## src/rtl/rx_len_guard_pkg.sv

```systemverilog
package rx_len_guard_pkg;
   typedef enum logic [1:0] {
      RLG_IDLE    = 2'd0,
      RLG_ACTIVE  = 2'd1,
      RLG_DISCARD = 2'd2
   } rlg_state_e;
endpackage

```

## src/rtl/rlg_counter.sv

```systemverilog
module rlg_counter #(
   parameter int CNT_W = 16
) (
   input  logic             clk,
   input  logic             rst_n,
   input  logic             clr,
   input  logic             inc,
   output logic [CNT_W-1:0] cnt
);
   localparam logic [CNT_W-1:0] CNT_MAX = {CNT_W{1'b1}};

   always_ff @(posedge clk or negedge rst_n) begin
      if (!rst_n) begin
         cnt <= '0;
      end else if (clr) begin
         cnt <= inc ? CNT_W'(1) : '0;
      end else if (inc && cnt != CNT_MAX) begin
         cnt <= cnt + CNT_W'(1);
      end
   end
endmodule

```

## src/rtl/rlg_limit.sv

```systemverilog
module rlg_limit #(
   parameter int RL_W     = 7,
   parameter int BLK_LOG2 = 5,
   parameter int CNT_W    = 16
) (
   input  logic [RL_W-1:0]  rl,
   input  logic [CNT_W-1:0] cnt,
   output logic             at_ceiling
);
   localparam int LIM_W = RL_W + 1 + BLK_LOG2;

   logic [RL_W:0]      rl_p1;
   logic [LIM_W-1:0]   lim;

   assign rl_p1 = {1'b0, rl} + (RL_W+1)'(1);

   generate
      if (BLK_LOG2 == 0) begin : g_unit
         assign lim = rl_p1;
      end else begin : g_blocks
         assign lim = {rl_p1, {BLK_LOG2{1'b0}}};
      end
   endgenerate

   assign at_ceiling = cnt >= CNT_W'(lim);
endmodule

```

## src/rtl/rlg_ctrl.sv

```systemverilog
module rlg_ctrl
   import rx_len_guard_pkg::*;
(
   input  logic clk,
   input  logic rst_n,
   input  logic byte_vld,
   input  logic sof,
   input  logic eof,
   input  logic rx_abort,
   input  logic chk_en,
   input  logic abort_clr,
   input  logic at_ceiling,
   output logic cnt_clr,
   output logic cnt_inc,
   output logic eom_irq,
   output logic abort_flag
);
   rlg_state_e state, state_nx;
   logic in_frame, over, rem_abort, end_norm;

   always_comb begin
      in_frame  = sof || (state == RLG_ACTIVE);
      over      = (state == RLG_ACTIVE) && byte_vld && chk_en && at_ceiling;
      rem_abort = in_frame && rx_abort && !over;
      end_norm  = in_frame && eof && !over && !rx_abort;
      cnt_clr   = sof;
      cnt_inc   = byte_vld && in_frame;

      state_nx = state;
      if (over)                       state_nx = RLG_DISCARD;
      else if (rem_abort || end_norm) state_nx = RLG_IDLE;
      else if (sof)                   state_nx = RLG_ACTIVE;
   end

   always_ff @(posedge clk or negedge rst_n) begin
      if (!rst_n) begin
         state      <= RLG_IDLE;
         eom_irq    <= 1'b0;
         abort_flag <= 1'b0;
      end else begin
         state   <= state_nx;
         eom_irq <= over || rem_abort || end_norm;
         if (over || rem_abort)  abort_flag <= 1'b1;
         else if (abort_clr)     abort_flag <= 1'b0;
      end
   end
endmodule

```

## src/rtl/rx_len_guard.sv

```systemverilog
module rx_len_guard #(
   parameter int CNT_W    = 16,
   parameter int RL_W     = 7,
   parameter int BLK_LOG2 = 5
) (
   input  logic             clk,
   input  logic             rst_n,
   input  logic             byte_vld,
   input  logic             sof,
   input  logic             eof,
   input  logic             rx_abort,
   input  logic             chk_en,
   input  logic [RL_W-1:0]  max_blocks,
   input  logic             abort_clr,
   output logic [CNT_W-1:0] byte_cnt,
   output logic             eom_irq,
   output logic             abort_flag
);
   localparam int LIM_W = RL_W + 1 + BLK_LOG2;

   generate
      if (CNT_W <= LIM_W) begin : g_bad_cnt_w
         $error("rx_len_guard: CNT_W must exceed the ceiling width");
      end
      if (RL_W < 1) begin : g_bad_rl_w
         $error("rx_len_guard: RL_W must be at least 1");
      end
   endgenerate

   logic at_ceiling, cnt_clr, cnt_inc;

   rlg_limit #(.RL_W(RL_W), .BLK_LOG2(BLK_LOG2), .CNT_W(CNT_W)) u_limit (
      .rl(max_blocks), .cnt(byte_cnt), .at_ceiling(at_ceiling)
   );

   rlg_ctrl u_ctrl (
      .clk(clk), .rst_n(rst_n), .byte_vld(byte_vld), .sof(sof), .eof(eof),
      .rx_abort(rx_abort), .chk_en(chk_en), .abort_clr(abort_clr),
      .at_ceiling(at_ceiling), .cnt_clr(cnt_clr), .cnt_inc(cnt_inc),
      .eom_irq(eom_irq), .abort_flag(abort_flag)
   );

   rlg_counter #(.CNT_W(CNT_W)) u_cnt (
      .clk(clk), .rst_n(rst_n), .clr(cnt_clr), .inc(cnt_inc), .cnt(byte_cnt)
   );
endmodule

```

## config.mk

```make
export PLATFORM = sky130hd
export DESIGN_NAME = rx_len_guard
export DESIGN_NICKNAME = d
export VERILOG_FILES = /design/src/rtl/rx_len_guard_pkg.sv /design/src/rtl/rlg_counter.sv /design/src/rtl/rlg_limit.sv /design/src/rtl/rlg_ctrl.sv /design/src/rtl/rx_len_guard.sv
export SDC_FILE = /design/constraint.sdc
export NUM_CORES = 1
export LEC_CHECK = 0
export CAP_MARGIN = 15
export CORE_ASPECT_RATIO = 1.2
export CORE_MARGIN = 2
export CORE_UTILIZATION = 45
export CTS_CLUSTER_SIZE = 10
export DETAILED_ROUTE_END_ITERATION = 8
export PLACE_DENSITY = 0.73
export SLEW_MARGIN = 20
export SYNTH_ARGS = -nofsm -noshare
export SYNTH_HDL_FRONTEND = slang
export SYNTH_SLANG_ARGS = --single-unit
```

## constraint.sdc

```tcl
create_clock -name clk -period 5.6 [get_ports clk]
set_clock_uncertainty 0.1 [all_clocks]
set_input_delay 1.68 -clock clk [delete_from_list [all_inputs] [get_ports clk]]
set_output_delay 1.68 -clock clk [all_outputs]
set_load 0.05 [all_outputs]
```

# == Yosys cells after proc, flatten, opt, wreduce, memory -nomap -nowiden ==
# Cells that the tools add are included.
# classes
n_div,0
n_reduce_logical,19
n_addsub,2
eq_ne,2
n_shift,0
muxes,8
n_lt_le_gt_ge,1
bitwise_logic,0
mul,0
# ops
op,n
$mux W16,2
$add A16 B1 Y16 const B,1
$ge A16 B13 Y1,1
$ne A16 B16 Y1 const B,1
$logic_and A1 B1 Y1,10
$add A7 B1 Y8 const B,1
$mux W2,3
$logic_or A1 B1 Y1,4
$reduce_bool A2 Y1,2
$mux W1,3
$reduce_bool A3 Y1,1
$eq A2 B1 Y1 const B,1
$logic_not A1 Y1,2
# totals
latchBits,0
mem_bits_ro,0
word_cells,36
output_inout_bits,18
ramBits,0
regBits,20
n_memories,0
in_bits,15

# == Logic depth before layout (Yosys ltp) ==
# logic_depth
ltp_word,10
mapped_depth,9

# == Cells and area by module ==
# From an unflattened synthesis, not the netlist that was laid out.
# unflattened
hier_cells,155
area_unflattened_um2,1437.6
# by_module_without_submodules
module,area_per_inst_um2,n_inst,cells_per_inst,seq_area_each_um2
rlg_counter,959.7,1,102,400.4
rlg_limit,286.5,1,36,0.0
rlg_ctrl,191.4,1,17,100.1

# == Least setup slack after synthesis ==
# Ideal clock, no wire load.
# synth_timing
kind,input port to flip-flop
from,input max_blocks[2]
to,register u_ctrl.abort_flag
setup_time_ns,0.150
arrival_ns,3.135
required_ns,5.350
n_path_buf,0
path_stages,9
setup_slack_ns,2.215
cell_sequence,and3_1 > and2_1 > nand2_1 > xor2_1 > ha_1 > a21oi_1 > nor2b_1 > a211oi_1 > o221ai_1
# synth_between
elab_chain_len,7
# synth_lines
element,line,text
start: declaration,rx_len_guard.sv:13,"input logic [RL_W-1:0] max_blocks,"
$add A7 B1 Y8 (*),rlg_limit.sv:15,"assign rl_p1 = {1'b0, rl} + (RL_W+1)'(1);"
$ge A16 B13 Y1 (*),rlg_limit.sv:25,assign at_ceiling = cnt >= CNT_W'(lim);
$logic_and A1 B1 Y1 (*),rlg_ctrl.sv:23,over = (state == RLG_ACTIVE) && byte_vld && chk_en && at_ceiling;
$logic_not A1 Y1,rlg_ctrl.sv:24,rem_abort = in_frame && rx_abort && !over;
$logic_and A1 B1 Y1,rlg_ctrl.sv:24,
$logic_or A1 B1 Y1 (*),rlg_ctrl.sv:43,if (over || rem_abort) abort_flag <= 1'b1;
$mux W1 / $reduce_bool A2 Y1 (equally long branches),-,
end signal: assignment,rlg_ctrl.sv:39,abort_flag <= 1'b0;
end signal: assignment,rlg_ctrl.sv:43,
end signal: assignment,rlg_ctrl.sv:44,else if (abort_clr) abort_flag <= 1'b0;
end: declaration,rlg_ctrl.sv:16,output logic abort_flag
# Every way passes the cells marked *; elsewhere a longest branch is shown, timed or not.
# A chain may end at the register's enable or synchronous reset.

# == Final worst setup path ==
# Same ends and word-level chain as after synthesis.

==> summary by stage <==
Power
VDD sags by at most 0.132 mV. In this run the power spent charging and discharging nets is a little over 80 uW. Of the total power, registers draw 0.545. The leakage power is 0.000716 uW. The total power draw is 279 uW. Of the total power, the clock network draws 0.244. Of the total power, combinational logic draws 0.211. Of the total power, the share spent switching nets is 0.289. The internal portion of the total power is ~200 uW.

Dividing total power by cell area gives a power density of 156 mW/mm^2.

Timing
The number of hold violations in the final report is 0. The count of pins over their slew limit is 0. Of the available clock period, the critical path in the final layout requires 0.706. The final period demand of the worst path is between 3 and 4 ns. Hold timing on the final database bottoms out at a slack of around 0.46 ns. Measured against its own limit, the worst slew margin works out to 0.390. Setup repair after global routing left no endpoint under its margin. For this run, the top clock speed supported by timing is ~250 MHz. In the post-route analysis, the smallest setup slack over all paths is 1.65 ns.

Summed over all failing endpoints, the final setup total negative slack is 0 ns. The count of endpoints failing setup in the final report is 0. For the pin with the worst max-slew slack, the measured transition is 0.912 ns.

Global route
The via count of the first global-routing pass is around 1300. The wire length of the first global-routing pass is roughly 5700 microns. In the global route stage, overall resource usage came out at 0.192.

The initial antenna violation count was 0. The pin count of the biggest net entering global routing is 23. After global routing the overflow that remains totals 0.

Placement
At the end of routability-driven placement, the weighted congestion stood at 0.900. The setup slack at placement is 1.35 ns. In this run the tool buffered the top-level ports with 32 buffer cells. Summed over all nets, the half-perimeter wirelength after detailed placement is 2550 microns.

Setup path
In this design, the stage delay of the slowest critical-path cell is about 0.54 ns. For this design, the slowest cell found on the critical path is sky130_fd_sc_hd__clkdlybuf4s50_1. Together, buffers and inverters on the worst path number 1. The kind of start point of the critical path is an input port. The most critical setup path has its startpoint at max_blocks[2]. The family with the most delay on the worst path is compound AO/OA/AOI/OAI gates. The critical path required time is 5.66 ns. STA classifies the critical path endpoint as a register. Along the worst path, the maximum fanout reaches 4.

The startpoint identified for the worst register-to-register timing path is u_ctrl.state[1]$_DFFE_PN0P_. The critical path is of the input port to register type. The critical path goes through clkdlybuf4s50_1 -> and3_1 -> and2_1 -> nand2_1 -> xor2_1 -> ha_1 -> a21oi_1 -> nor2b_1 -> a211oi_1 -> o221ai_1. The critical path data arrival time is 4.01 ns.

Die
33 I/O pins were placed. The initial core utilization is 0.469. Row generation in the floorplan step produced 22 rows.

The core footprint is 0.00303 sq mm. The vertical extent of the die is 65.5 microns. The die covers 0.00362 sq mm. The floorplan step set the die width to 55.3 microns.

Clock network
The clock tree root buffer cell is sky130_fd_sc_hd__clkbuf_4. The later pin in the worst-skew pair is clocked with a latency of 0.30 ns. The number of setup buffers added after CTS is 0. The clock transition at the registers of the reported paths is 0.11 ns. The count of cells resized by post-cts repair is 0. The level count of the clock H-tree is 1. CTS saw 20 sinks. Buffers inserted during clock tree synthesis total 3. The buffer levels on the longest clock path is 2.

TritonCTS built the clock tree. Buffers inserted to repair hold after CTS numbered 0.

Final layout
The growth of design area from synthesis to finish is 26.2%. The final layout net count is about 210. The final core utilization is 0.591.

The repair_antennas step left the layout with diodes totalling 0. The total of fill cells in the finished design is approximately 280. In the final layout, the share of cells above drive strength 1 is 0.104.

Outcome
The run finished with clean final reports.

Logic synthesis
The part of the Yosys area used for sequential elements is 0.353. The synthesized design contains 0 enable-type register cells. Sorting the synthesized cells by how often they occur yields sky130_fd_sc_hd__dfrtp_1 (20), sky130_fd_sc_hd__ha_1 (11), sky130_fd_sc_hd__nor2_1 (11).

The top cell type's share of synthesized area is 0.353. The unique cell type count in the Yosys netlist is 43. The total nets after synthesis is 177. The mean cell area of the mapped netlist is ~9.4 sq um. Yosys printed 0 warnings.

The leading register cell type out of synthesis is sky130_fd_sc_hd__dfrtp_1. Summing every instance area after synthesis gives 0.00142 sq mm. In the synthesized netlist the async set-or-reset flop fraction comes to 1.00. Of all cell types, the one taking the most synthesized area is sky130_fd_sc_hd__dfrtp_1. After technology mapping, the gate count stands at around 150. The most common cell in the synthesized netlist is sky130_fd_sc_hd__dfrtp_1. In this run, synthesis produced a sequential element count of 20.

Yosys attributes the largest share of cell area to sky130_fd_sc_hd__dfrtp_1 (35%), sky130_fd_sc_hd__ha_1 (9.7%), sky130_fd_sc_hd__mux2_2 (3.2%).

Detailed routing
The first TritonRoute pass finished after 4 iterations. The final routed DRC violation total is 0. The number of violations reported at the end of detailed-routing iteration 0 is 38. The average wire length per cell after detail routing is around 15 microns.

The remaining number of nets flagged by the antenna check after routing is 0. The routed wire length is 3370 microns. After detailed routing, the number of vias per cell comes to 6.00. The total number of vias is 1315.

Worst hold path
The worst hold path begins at u_ctrl.state[1]$_DFFE_PN0P_. The type of the most critical hold path is register to register.

Run
The reported max-cap violation count is 0.
## cells in the final DEF, fill, tap and decap left out, types with 2 or more instances in the layout
cell type | netlist | final
sky130_fd_sc_hd__a211oi_1 | 2 | 2
sky130_fd_sc_hd__a21oi_1 | 8 | 8
sky130_fd_sc_hd__and3_1 | 2 | 2
sky130_fd_sc_hd__clkbuf_4 | 0 | 3
sky130_fd_sc_hd__clkdlybuf4s50_1 | 0 | 32
sky130_fd_sc_hd__dfrtp_1 | 20 | 20
sky130_fd_sc_hd__ha_1 | 11 | 11
sky130_fd_sc_hd__inv_1 | 10 | 10
sky130_fd_sc_hd__mux2_2 | 4 | 4
sky130_fd_sc_hd__nand2_1 | 8 | 8
sky130_fd_sc_hd__nand3_1 | 7 | 7
sky130_fd_sc_hd__nand4_1 | 4 | 4
sky130_fd_sc_hd__nand4_4 | 2 | 2
sky130_fd_sc_hd__nor2_1 | 11 | 11
sky130_fd_sc_hd__nor2b_1 | 6 | 6
sky130_fd_sc_hd__nor3_1 | 3 | 3
sky130_fd_sc_hd__nor4_1 | 4 | 4
sky130_fd_sc_hd__nor4b_1 | 2 | 2
sky130_fd_sc_hd__o211ai_1 | 3 | 3
sky130_fd_sc_hd__o21ai_0 | 6 | 6
sky130_fd_sc_hd__o311ai_0 | 2 | 2
sky130_fd_sc_hd__o31ai_1 | 3 | 3
sky130_fd_sc_hd__o41ai_1 | 4 | 4
sky130_fd_sc_hd__or2_2 | 2 | 2
sky130_fd_sc_hd__or4_1 | 2 | 2
sky130_fd_sc_hd__or4_2 | 3 | 3
sky130_fd_sc_hd__xor2_1 | 4 | 4
## worst register-to-register path, stage by stage (launching register included)
cell,delay (ns)
sky130_fd_sc_hd__dfrtp_1,0.42
sky130_fd_sc_hd__and3b_1,0.29
sky130_fd_sc_hd__nand4_1,0.40
sky130_fd_sc_hd__or4_2,0.77
sky130_fd_sc_hd__a21oi_1,0.16
## registers in the layout, summed over array words and instances, names as in the netlist
register / flops
u_cnt.cnt: 16
u_ctrl.abort_flag: 1
u_ctrl.state: 2
u_ctrl.eom_irq: 1
## through the flow
stage	instances	instance area [sq um]
6_report	219	1790
2_1_floorplan	151	1420
4_1_cts	219	1790
5_1_grt	219	1790
3_3_place_gp	216	1770
3_5_place_dp	216	1770
## layer usage
layer,part of all wire,global-route usage
met1,0.43,0.230
met2,0.52,0.362
met3,0.038,0.0295
met4,0.0042,0.0427
met5,0,0
## final cells by class
cell class	count	area (sq um)	area share
clock buffer	3	22.5	0.0126
inverter	10	37.5	0.0210
multi-input combinational	118	865	0.483
sequential	20	500	0.280
tap	36	45.0	0.0252
timing repair buffer	32	320	0.179
## power groups by stage
stage / logic, uW / clock network [uW] / registers (uW)
after global routing: 64.5 / 78.0 / 153
final: 58.8 / 68.2 / 152
after floorplan: 21.8 / 0 / 165
after CTS: 59.3 / 70.4 / 152
after global placement: 57.1 / 0 / 155
after detailed placement: 59.0 / 0 / 155
## logic make-up (layout without fill, tap and decap cells)
kind of cell               Yosys count  in the layout  synth area share
and+or+nand+nor                     65             65             0.292
AOI/OAI and AO/OA                   33             33             0.158
DFF                                 20             20             0.353
buffers and inverters               13             45            0.0379
adders and majority gates           11             11            0.0970
xor gates and xnor gates             5              5            0.0309
muxes                                4              4            0.0317
## final timing paths
path | to | slack [ns] | cells after the start
worst max-delay path | u_ctrl.abort_flag$_DFFE_PN0P_ | 1.65 | 10
worst min-delay path | u_ctrl.state[1]$_DFFE_PN0P_ | 0.46 | 1
worst max register to register | u_cnt.cnt[9]$_DFFE_PN0P_ | 3.37 | 4
worst min register to register | u_ctrl.state[1]$_DFFE_PN0P_ | 0.46 | 1
max in group asynchronous | u_cnt.cnt[0]$_DFFE_PN0P_ | 3.06 | 1
min in group asynchronous | u_cnt.cnt[14]$_DFFE_PN0P_ | 1.79 | 1
Power figures use the tool's default switching activity.
